$ cat config.mk
export PLATFORM = sky130hd
export DESIGN_NAME = coissue_scan
export DESIGN_NICKNAME = d
export VERILOG_FILES = /design/src/rtl/coissue_scan.sv
export SDC_FILE = /design/constraint.sdc
export NUM_CORES = 1
export LEC_CHECK = 0
export BUFFER_PORTS_ARGS = -buffer_cell sky130_fd_sc_hd__buf_4
export CAP_MARGIN = 40
export CORE_MARGIN = 1
export CORE_UTILIZATION = 39
export DETAILED_ROUTE_END_ITERATION = 7
export PLACE_DENSITY = 0.94
export SETUP_SLACK_MARGIN = 0.1
export SLEW_MARGIN = 20
export SYNTH_ARGS = -nofsm -noshare
export SYNTH_HDL_FRONTEND = slang
export SYNTH_SLANG_ARGS = --single-unit
$ cat constraint.sdc
create_clock -name clk -period 0.8 [get_ports clk]
set_input_delay 0.12 -clock clk [delete_from_list [all_inputs] [get_ports clk]]
set_output_delay 0.12 -clock clk [all_outputs]
set_load 0.03 [all_outputs]
$ cat src/rtl/coissue_scan.sv
module coissue_scan #(
  parameter int SLOTS  = 4,
  parameter int INSN_W = 32,
  parameter int REG_W  = 6,
  parameter int CLS_W  = 3,
  parameter int OPC_W  = 7
) (
  input  logic                      clk,
  input  logic                      rst_n,
  input  logic                      fill_vld,
  input  logic [SLOTS*INSN_W-1:0]   fill_line,
  output logic [SLOTS-2:0]          pair_ok,
  output logic [SLOTS-3:0]          trip_ok,
  output logic                      pdc_vld
);
  localparam int NPAIR  = SLOTS - 1;
  localparam int NTRIP  = SLOTS - 2;
  localparam int CLS_LO = INSN_W - CLS_W;
  localparam int RD_LO  = INSN_W - OPC_W - REG_W;
  localparam int RS_LO  = RD_LO - REG_W;
  localparam int RT_LO  = RS_LO - REG_W;

  typedef struct packed {
    logic ln2, ln3, mate2, mate3, rd_src, rt_src, wr;
  } flags_t;

  function automatic flags_t lookup(input logic [CLS_W-1:0] cls);
    case (cls)
      3'd0:    lookup = 7'b1111011;
      3'd1:    lookup = 7'b1111001;
      3'd2:    lookup = 7'b1010011;
      3'd3:    lookup = 7'b1011001;
      3'd4:    lookup = 7'b1011110;
      3'd5:    lookup = 7'b0010110;
      3'd6:    lookup = 7'b1111011;
      default: lookup = 7'b0000000;
    endcase
  endfunction

  flags_t           fl [SLOTS];
  logic [REG_W-1:0] rd [SLOTS];
  logic [REG_W-1:0] rs [SLOTS];
  logic [REG_W-1:0] rt [SLOTS];

  for (genvar k = 0; k < SLOTS; k++) begin : g_slot
    wire [INSN_W-1:0] ins = fill_line[k*INSN_W +: INSN_W];
    assign fl[k] = lookup(ins[CLS_LO +: CLS_W]);
    assign rd[k] = ins[RD_LO +: REG_W];
    assign rs[k] = ins[RS_LO +: REG_W];
    assign rt[k] = ins[RT_LO +: REG_W];
  end

  function automatic logic hits(input flags_t fe, input logic [REG_W-1:0] de,
                                input flags_t fl_l, input logic [REG_W-1:0] dl,
                                input logic [REG_W-1:0] sl, input logic [REG_W-1:0] tl);
    hits = fe.wr && (de != '0) &&
           ((de == sl) || (fl_l.rt_src && de == tl) || (fl_l.rd_src && de == dl));
  endfunction

  logic [NPAIR-1:0] pair_c;
  logic [NTRIP-1:0] trip_c;

  for (genvar i = 0; i < NPAIR; i++) begin : g_pair
    assign pair_c[i] = fl[i+1].ln2 && fl[i].mate2 && fl[i+1].mate2 &&
                       !hits(fl[i], rd[i], fl[i+1], rd[i+1], rs[i+1], rt[i+1]);
  end

  for (genvar j = 0; j < NTRIP; j++) begin : g_trip
    assign trip_c[j] = pair_c[j] && pair_c[j+1] &&
                       fl[j].mate3 && fl[j+1].mate3 && fl[j+2].mate3 &&
                       fl[j+2].ln3 &&
                       !hits(fl[j], rd[j], fl[j+2], rd[j+2], rs[j+2], rt[j+2]);
  end

  always_ff @(posedge clk or negedge rst_n) begin
    if (!rst_n) begin
      pair_ok <= '0;
      trip_ok <= '0;
      pdc_vld <= 1'b0;
    end else begin
      pdc_vld <= fill_vld;
      if (fill_vld) begin
        pair_ok <= pair_c;
        trip_ok <= trip_c;
      end
    end
  end

  AST_READY_FOLLOWS_FILL: assert property (@(posedge clk) disable iff (!rst_n)
    fill_vld |=> pdc_vld);
  AST_NO_SPURIOUS_READY: assert property (@(posedge clk) disable iff (!rst_n)
    !fill_vld |=> !pdc_vld);
  AST_HOLD_WHEN_IDLE: assert property (@(posedge clk) disable iff (!rst_n)
    !fill_vld |=> ($stable(pair_ok) && $stable(trip_ok)));
  AST_TRIP_NEEDS_PAIRS: assert property (@(posedge clk) disable iff (!rst_n)
    trip_ok[0] |-> (pair_ok[0] && pair_ok[1]));
  AST_SYS_SLOT0_ALONE: assert property (@(posedge clk) disable iff (!rst_n)
    (fill_vld && fill_line[INSN_W-1 -: CLS_W] == 3'd7) |=> (!pair_ok[0] && !trip_ok[0]));
  AST_BRANCH_NOT_LATER: assert property (@(posedge clk) disable iff (!rst_n)
    (fill_vld && fill_line[2*INSN_W-1 -: CLS_W] == 3'd5) |=> !pair_ok[0]);
endmodule

==> results of run 1 <==
[routing by layer]
metal / track usage / part of all wire / vias up
met5: 0 / 0 / -
met4: 0.142 / 0.046 / 0
met3: 0.0423 / 0.061 / 33
met2: 0.513 / 0.51 / 106
met1: 0.310 / 0.39 / 929
li1: - / - / 910
[cell families (layout without fill, tap and decap cells)]
logic type | after synthesis | in the layout | share of synthesized area
buffers and inverters | 21 | 141 | 0.0724
muxes | 1 | 1 | 0.00732
DFF | 6 | 6 | 0.0976
AOI/OAI and AO/OA | 19 | 19 | 0.0879
and+or+nand+nor | 59 | 59 | 0.222
xor gates and xnor gates | 90 | 90 | 0.513
[per-stage QoR]
stage	TNS [ns]	hold slack, ns	power, mW	utilization	cells
global placement	-4.13	-0.0730	1.63	0.665	353
global route	-3.77	0.0583	2.49	0.745	364
finish	-3.34	0.0605	2.35	0.745	364
floorplan	-3.22	-0.176	1.04	-	196
detailed placement	-4.43	-0.0677	1.69	0.665	353
CTS	-3.27	0.0601	2.24	0.711	361
[timing repair]
action                                  4_1_cts  5_1_grt
endpoints found under the setup margin       11       11
hold endpoints to repair                      6        0
pin swaps                                    10       14
hold buffers                                  1        0
setup buffers                                 4        3
gates resized for setup                      21       22
[sequential cells by signal (all words and copies together), names as in the netlist]
register  cells
trip_ok       2
pdc_vld       1
pair_ok       3
[cell type report]
| type | count | area [um^2] | share of cell area |
|---|---|---|---|
| multi-input combinational | 169 | 1400 | 0.504 |
| timing repair buffer | 135 | 1110 | 0.401 |
| sequential | 6 | 150 | 0.0542 |
| tap | 48 | 60.1 | 0.0217 |
| clock buffer | 3 | 41.3 | 0.0149 |
| inverter | 3 | 11.3 | 0.00407 |
[layout by cell type (no fill, tap or decap), types with 3 or more instances in the layout]
master / count
a21oi_1: 4
a32o_1: 3
buf_4: 115
buf_6: 14
buf_8: 4
clkbuf_8: 3
dfrtp_1: 6
inv_1: 3
nand2_1: 6
nand2b_1: 4
nand3_1: 11
nand4_1: 9
nor2_1: 5
nor4_1: 7
nor4_2: 4
xnor2_1: 36
xor2_1: 50
xor2_2: 4
[worst max path at each step]
stage,start,cells after the start,to
after floorplan,fill_line[84],7,trip_ok[0]$_DFFE_PN0P_
after global placement,fill_line[94],7,trip_ok[1]$_DFFE_PN0P_
after global routing,fill_line[84],7,trip_ok[0]$_DFFE_PN0P_
final,fill_line[84],7,trip_ok[0]$_DFFE_PN0P_
after CTS,fill_line[21],6,trip_ok[0]$_DFFE_PN0P_
after detailed placement,fill_line[94],7,trip_ok[0]$_DFFE_PN0P_
[power by group]
group,internal [mW],switching [mW],total [mW]
clock,0.324,0.139,0.463
sequential,0.333,0.0202,0.353
combinational,0.830,0.703,1.53
[critical path, delay by kind of cell]
family          cells  cell delay, ns
simple gates        3            0.90
compound gates      2            0.34
xor+xnor            1            0.17
buf+inv             1            0.10
==> qor.yml, run 1 <==
power_and_ir_drop:
  powerDensity_mw_per_mm2: 848
  ir_worst_vdd_mv: 0.483
  power.static_leakage_nw: 1.26
yosys:
  synth_cell_type_count: 31
  yosys.area.top_type: "xor2_1"
  yosysMostFrequentCell: "xor2_1"
  synth_top_area_frac: 0.308
  netlist_instances: 196
  netlist_top_cells_count: "54 x xor2_1, 36 x xnor2_1, 13 x nand3_1"
  synth_flop_cell: "dfrtp_1"
  synth_area_leaders: "xor2_1 31%, xnor2_1 21%, dfrtp_1 9.8%"
  synth_area_mm2: 0.00154
  ys_ff_latch: 6
  synth.yosys.warnings: 0
  synthArstFlopShare: 1.00
  avgSynthCellArea_um2: 7.85
  synth_edf_count: 0
  synth_nets: 327
  ys_seq_area_frac: 0.0976
worst_setup_path:
  worst-path-max-fanout: 2
  worstSetupEndpointType: "flip-flop"
  crit_slowest_cell: "or4_4"
  worst_setup_path_start_kind: "input pin"
  critical_path_required_ns: 0.91
  r2r-start: "trip_ok[1]$_DFFE_PN0P_"
  criticalPathCategory: "input pin to flip-flop"
  crit_chain: "buf_8 > xor2_2 > or4_4 > nor4_4 > o31ai_2 > and4b_4 > a32o_1"
  rr_endpoint: "trip_ok[1]$_DFFE_PN0P_"
  r2r_slack_ns: -0.02
  arrival_ns: 1.62
  r2r_cells: 2
  slowest_delay_ns: 0.54
grt:
  antenna_found_initial: 0
  grt_pass1_vias: 2147
  grt_pass1_wl_mm: 9.18
  grt_max_degree: 8
  overflow: 0
  grtUsageTotal: 0.281
floorplan:
  io_pins: 137
  start_util: 0.414
  core_area_mm2: 0.00372
  rows: 22
  die_w_um: 64.8
  die_area_mm2: 0.00420
  die_h_um: 64.8
timing:
  post-route-period-util: 1.90
  finClkSkew_ns: 0
  finalHoldViolCount: 0
  worst_slew_pin_slew_ns: 0.427
  rsz0062_at_grt: "true"
  fin_ws_ns: -0.717
  max_freq_mhz: 659
  period_needed_ns: 1.52
  finalSetupViolCount: 11
  relSlewSlack: 0.708
  maxSlewViolCount: 0
drt:
  drt_iter0_markers: 90
  drc: 0
  post_drt_wl_per_cell_um: 16.8
  vias: 1978
  vias_per_cell: 5.43
  finalWirelength_mm: 6.11
  drt_first_pass_iters: 4
  ant_nets: 0
clock_network:
  clock-sinks: 6
  cts_buffer_depth: 2
  htree_levels: 1
  clk-insertion-delay-late_ns: 0.23
  cts_root_buf: "clkbuf_8"
  cts_buffers: 3
  clk_pin_slew_ns: 0.03
  cts_tree: "yes"
final_layout:
  final_area_mm2: 0.00277
  fill_cells: 274
  diodes: 0
  final_layout_size_suffix_gt1_frac: 0.503
  fin_nets: 449
  area_growth_pct: 80.1
flow_run:
  cap_violations: 0
worst_hold_path:
  min_path_cells: 1
  whs_endpoint: "pdc_vld$_DFF_PN0_"
  min_from: "fill_vld"
  hold_class: "input pin to flip-flop"
place:
  place_hpwl_mm: 4.65
  finalWeightedCongestion: 0.974
  portBuffers: 80
  place_ws_ns: -1.05
  dpl_cell_area_mm2: 0.00247
run_status:
  status: "finished, violations left"
  failed_checks: "setup timing"
Power figures use the tool's default switching activity.
==> run 2, diff against run 1 <==
Settings changed: CORE_ASPECT_RATIO set to 2.
Clock period 0.8 ns to 1.6 ns, I/O delays scaled along.
==> qor.yml, run 2 (synthesis results as in run 1) <==
run_status:
  status: "finished, violations left"
  failed_checks: "setup timing"
worst_setup_path:
  arrival_ns: 1.76
  slowest_delay_ns: 0.53
  path_depth: 7
  crit_chain: "buf_8 > xor2_1 > or4_4 > nor4_4 > o31ai_2 > and4b_4 > a32o_1"
  r2r_cells: 1
  r2r_slack_ns: 0.86
  worst-path-max-fanout: 4
  worst_setup_path_start_kind: "input pin"
  crit_slowest_cell: "or4_4"
  criticalPathCategory: "input pin to flip-flop"
  critical_path_required_ns: 1.71
  worstSetupEndpointType: "flip-flop"
  cp_top_family: "simple AND/OR/NAND/NOR gates"
  critPathLaunch: "fill_line[52]"
  r2r-start: "pair_ok[2]$_DFFE_PN0P_"
  path_buf_inv: 1
worst_hold_path:
  min_from: "fill_vld"
  min_path_cells: 1
  hold_class: "input pin to flip-flop"
floorplan:
  io_pins: 137
  start_util: 0.404
  die_h_um: 90.8
  die_w_um: 46.4
  core_area_mm2: 0.00380
  rows: 32
  die_area_mm2: 0.00421
power_and_ir_drop:
  power.static_leakage_nw: 1.10
  switching_power_uw: 379
  switching_share: 0.361
  ir_worst_vdd_mv: 0.269
  power_frac_comb: 0.625
  powerDensity_mw_per_mm2: 431
  p_int_uw: 672
  pwr-share-clk: 0.211
  seqPwrFrac: 0.165
timing:
  max_freq_mhz: 606
  relSlewSlack: 0.708
  finalHoldViolCount: 0
  finalSetupViolCount: 2
  maxSlewViolCount: 0
  post-route-period-util: 1.03
  worst_slew_pin_slew_ns: 0.426
  finClkSkew_ns: 0
  holdWs_ns: 0.186
  fin_ws_ns: -0.0506
  rsz0062_at_grt: "true"
  period_needed_ns: 1.65
final_layout:
  top_register: "pair_ok"
  reg_top3: "pair_ok x3, trip_ok x2, pdc_vld x1"
  final_layout_size_suffix_gt1_frac: 0.429
  diodes: 0
  area_growth_pct: 58.6
  layout_common_cells: "103 x buf_4, 54 x xor2_1, 36 x xnor2_1"
  fin_nets: 422
  final_common_cell: "buf_4"
  utilization: 0.641
  largest_reg_flops: 3
  fill_cells: 342
drt:
  drt_iter0_markers: 57
  post_drt_wl_per_cell_um: 15.5
  vias: 1845
  finalWirelength_mm: 5.27
  drt_first_pass_iters: 4
  vias_per_cell: 5.43
  ant_nets: 0
  drc: 0
flow_run:
  cap_violations: 0
clock_network:
  clk-insertion-delay-late_ns: 0.22
  clock-sinks: 6
  htree_levels: 1
  clk_pin_slew_ns: 0.03
  cts_buffer_depth: 2
  cts_buffers: 3
  cts_root_buf: "clkbuf_8"
  cts_tree: "yes"
grt:
  grt_pass1_wl_mm: 8.31
  overflow: 0
  grt_max_degree: 8
  grt_pass1_vias: 1934
  antenna_found_initial: 0
  grtUsageTotal: 0.260
place:
  portBuffers: 80
  finalWeightedCongestion: 0.912
  place_hpwl_mm: 4.38
-- run 2: path summary, 6_finish.rpt --
check                                          to
hold / removal                  pdc_vld$_DFF_PN0_
hold reg to reg            pair_ok[0]$_DFFE_PN0P_
setup / recovery           trip_ok[1]$_DFFE_PN0P_
setup reg to reg           pair_ok[2]$_DFFE_PN0P_
min in group asynchronous  trip_ok[1]$_DFFE_PN0P_
max in group asynchronous       pdc_vld$_DFF_PN0_
-- run 2: per-stage QoR --
stage                     setup TNS, ns  total power [mW]  instances  setup slack, ns  instance area (um^2)
final                           -0.0975              1.05        340          -0.0506                  2440
after global routing             -0.199              1.11        340           -0.101                  2440
after CTS                       -0.0413              1.04        340          -0.0366                  2410
after detailed placement         -0.994             0.797        335           -0.358                  2300
after global placement           -0.739             0.777        335           -0.300                  2300
after floorplan                  -0.341             0.509        196           -0.171                  1560
-- run 2: cell type report --
| type | count | area, um^2 | area share |
|---|---|---|---|
| inverter | 3 | 11.3 | 0.00462 |
| clock buffer | 3 | 41.3 | 0.0169 |
| tap | 51 | 63.8 | 0.0262 |
| timing repair buffer | 108 | 832 | 0.341 |
| sequential | 6 | 150 | 0.0616 |
| multi-input combinational | 169 | 1340 | 0.550 |
-- run 2: timing repair --
item | CTS | global route
setup endpoints to repair | 3 | 4
hold buffers | 1 | 0
pin swaps | 2 | 6
setup buffers | 1 | 0
endpoints found under the hold margin | 6 | 0
gates cloned | 0 | 0
resized for setup | 12 | 6
-- run 2: routing by layer --
layer	GRT usage	wire [um]	up-vias
met5	0	0	-
li1	-	-	861
met3	0.0280	274	20
met2	0.473	2970	91
met1	0.268	1840	873
met4	0.118	187	0
-- run 2: power groups by stage --
stage | Combinational (mW) | Sequential [mW] | Clock (mW)
2_1_floorplan | 0.306 | 0.203 | 0
4_1_cts | 0.645 | 0.173 | 0.224
5_1_grt | 0.705 | 0.175 | 0.233
6_report | 0.656 | 0.173 | 0.221
3_5_place_dp | 0.622 | 0.175 | 0
3_3_place_gp | 0.602 | 0.175 | 0
==> run 3, diff against run 2 <==
Settings changed: CELL_PAD_IN_SITES_DETAIL_PLACEMENT set to 1, CELL_PAD_IN_SITES_GLOBAL_PLACEMENT set to 2, CORE_UTILIZATION 39 to 18, PLACE_DENSITY 0.94 to 0.91.
==> qor.yml, run 3 (synthesis results as in run 1) <==
worst_hold_path:
  hold_class: "input pin to flip-flop"
clock_network:
  clk_pin_slew_ns: 0.03
  cts_root_buf: "clkbuf_16"
  cts_tree: "yes"
  cts_buffer_depth: 2
  clk-insertion-delay-late_ns: 0.23
  htree_levels: 1
  clock-sinks: 6
  cts_buffers: 3
power_and_ir_drop:
  pwr-share-clk: 0.322
  power_frac_comb: 0.538
  power.static_leakage_nw: 1.12
  powerDensity_mw_per_mm2: 486
  switching_power_uw: 409
  ir_worst_vdd_mv: 0.234
  switching_share: 0.329
  seqPwrFrac: 0.140
  p_int_uw: 834
flow_run:
  cap_violations: 0
worst_setup_path:
  critical_path_required_ns: 1.71
  worstSetupEndpointType: "flip-flop"
  worst-path-max-fanout: 4
  arrival_ns: 1.72
  worst_setup_path_start_kind: "input pin"
  criticalPathCategory: "input pin to flip-flop"
floorplan:
  rows: 47
  die_area_mm2: 0.00894
  start_util: 0.185
  io_pins: 137
  die_w_um: 67.4
  die_h_um: 133
  core_area_mm2: 0.00829
timing:
  finalSetupViolCount: 1
  holdWs_ns: 0.176
  post-route-period-util: 1.00
  maxSlewViolCount: 0
  max_freq_mhz: 623
  worst_slew_pin_slew_ns: 0.453
  relSlewSlack: 0.698
  finalHoldViolCount: 0
  period_needed_ns: 1.61
  fin_ws_ns: -0.00592
  rsz0062_at_grt: "true"
  finClkSkew_ns: 0
final_layout:
  diodes: 0
  largest_reg_flops: 3
  final_area_mm2: 0.00255
  final_common_cell: "buf_4"
  utilization: 0.308
  top_register: "pair_ok"
  area_growth_pct: 66.2
  reg_top3: "pair_ok x3, trip_ok x2, pdc_vld x1"
  layout_common_cells: "104 x buf_4, 54 x xor2_1, 36 x xnor2_1"
  fin_nets: 424
  final_layout_size_suffix_gt1_frac: 0.436
drt:
  vias: 1752
  vias_per_cell: 4.50
  post_drt_wl_per_cell_um: 16.5
  ant_nets: 0
  drt_first_pass_iters: 3
  drt_iter0_markers: 37
  drc: 0
  finalWirelength_mm: 6.41
run_status:
  failed_checks: "setup timing"
  status: "finished, violations left"
place:
  place_hpwl_mm: 5.61
  portBuffers: 80
  place_ws_ns: -0.358
  dpl_cell_area_mm2: 0.00238
  finalWeightedCongestion: 0.869
grt:
  grt_pass1_wl_mm: 9.98
  antenna_found_initial: 0
  grt_pass1_vias: 1966
  overflow: 0
  grtUsageTotal: 0.149
  grt_max_degree: 8
[run 3: changes by cell type in the layout (fill, tap and decap cells not counted), sizes merged]
cell	delta
buf	+2
[run 3: critical path, cell delays in order]
cell and delay, ns:
buf_6 0.11, xor2_1 0.14, or4_4 0.52, nor4_4 0.15, o31ai_2 0.10, and4b_4 0.21, a32o_1 0.24
[run 3: path summary, 6_finish.rpt]
path | start | end | slack, ns | cells past startpoint
worst max-delay path | fill_line[52] | trip_ok[1]$_DFFE_PN0P_ | -0.006 | 7
worst min-delay path | fill_vld | pdc_vld$_DFF_PN0_ | 0.18 | 1
worst max register to register | pair_ok[2]$_DFFE_PN0P_ | pair_ok[2]$_DFFE_PN0P_ | 0.85 | 1
worst min register to register | pair_ok[0]$_DFFE_PN0P_ | pair_ok[0]$_DFFE_PN0P_ | 0.49 | 1
max in group asynchronous | rst_n | trip_ok[0]$_DFFE_PN0P_ | 1.11 | 2
min in group asynchronous | rst_n | pair_ok[0]$_DFFE_PN0P_ | 0.38 | 2
[run 3: power groups by stage]
| stage | combinational (mW) | clock [mW] | sequential, mW |
|---|---|---|---|
| after floorplan | 0.306 | 0 | 0.203 |
| after global placement | 0.623 | 0 | 0.176 |
| after detailed placement | 0.643 | 0 | 0.176 |
| after CTS | 0.661 | 0.403 | 0.175 |
| after global routing | 0.721 | 0.417 | 0.177 |
| final | 0.669 | 0.400 | 0.174 |
[run 3: stage by stage]
step | power [mW] | instances | setup TNS, ns
final | 1.24 | 389 | -0.00592
after global routing | 1.31 | 389 | -0.184
after CTS | 1.24 | 389 | -0.00997
after detailed placement | 0.819 | 385 | -0.926
after global placement | 0.799 | 385 | -0.868
after floorplan | 0.509 | 196 | -0.341
[run 3: routing by layer]
layer / GRT usage / share of wire / wire, um / vias to the layer above
met5: 0 / 0 / 0 / -
met2: 0.302 / 0.60 / 3870 / 46
met3: 0.0172 / 0.038 / 243 / 4
met4: 0.0284 / 0.011 / 69 / 0
li1: - / - / - / 864
met1: 0.152 / 0.35 / 2230 / 838
[run 3: layout make-up]
cell class / count / area, um^2
Clock buffer: 3 / 75.1
Fill cell: 996 / 5740
Inverter: 3 / 11.3
Multi-Input combinational cell: 169 / 1350
Sequential cell: 6 / 150
Tap cell: 98 / 123
Timing Repair Buffer: 110 / 847
[run 3: what timing repair did]
| action | 4_1_cts | 5_1_grt |
|---|---|---|
| hold buffers | 1 | 0 |
| endpoints found under the setup margin | 3 | 5 |
| gates cloned | 0 | 0 |
| hold endpoints to repair | 6 | 0 |
| gates resized for setup | 10 | 10 |
| pin swaps | 2 | 5 |
| setup buffers | 0 | 0 |
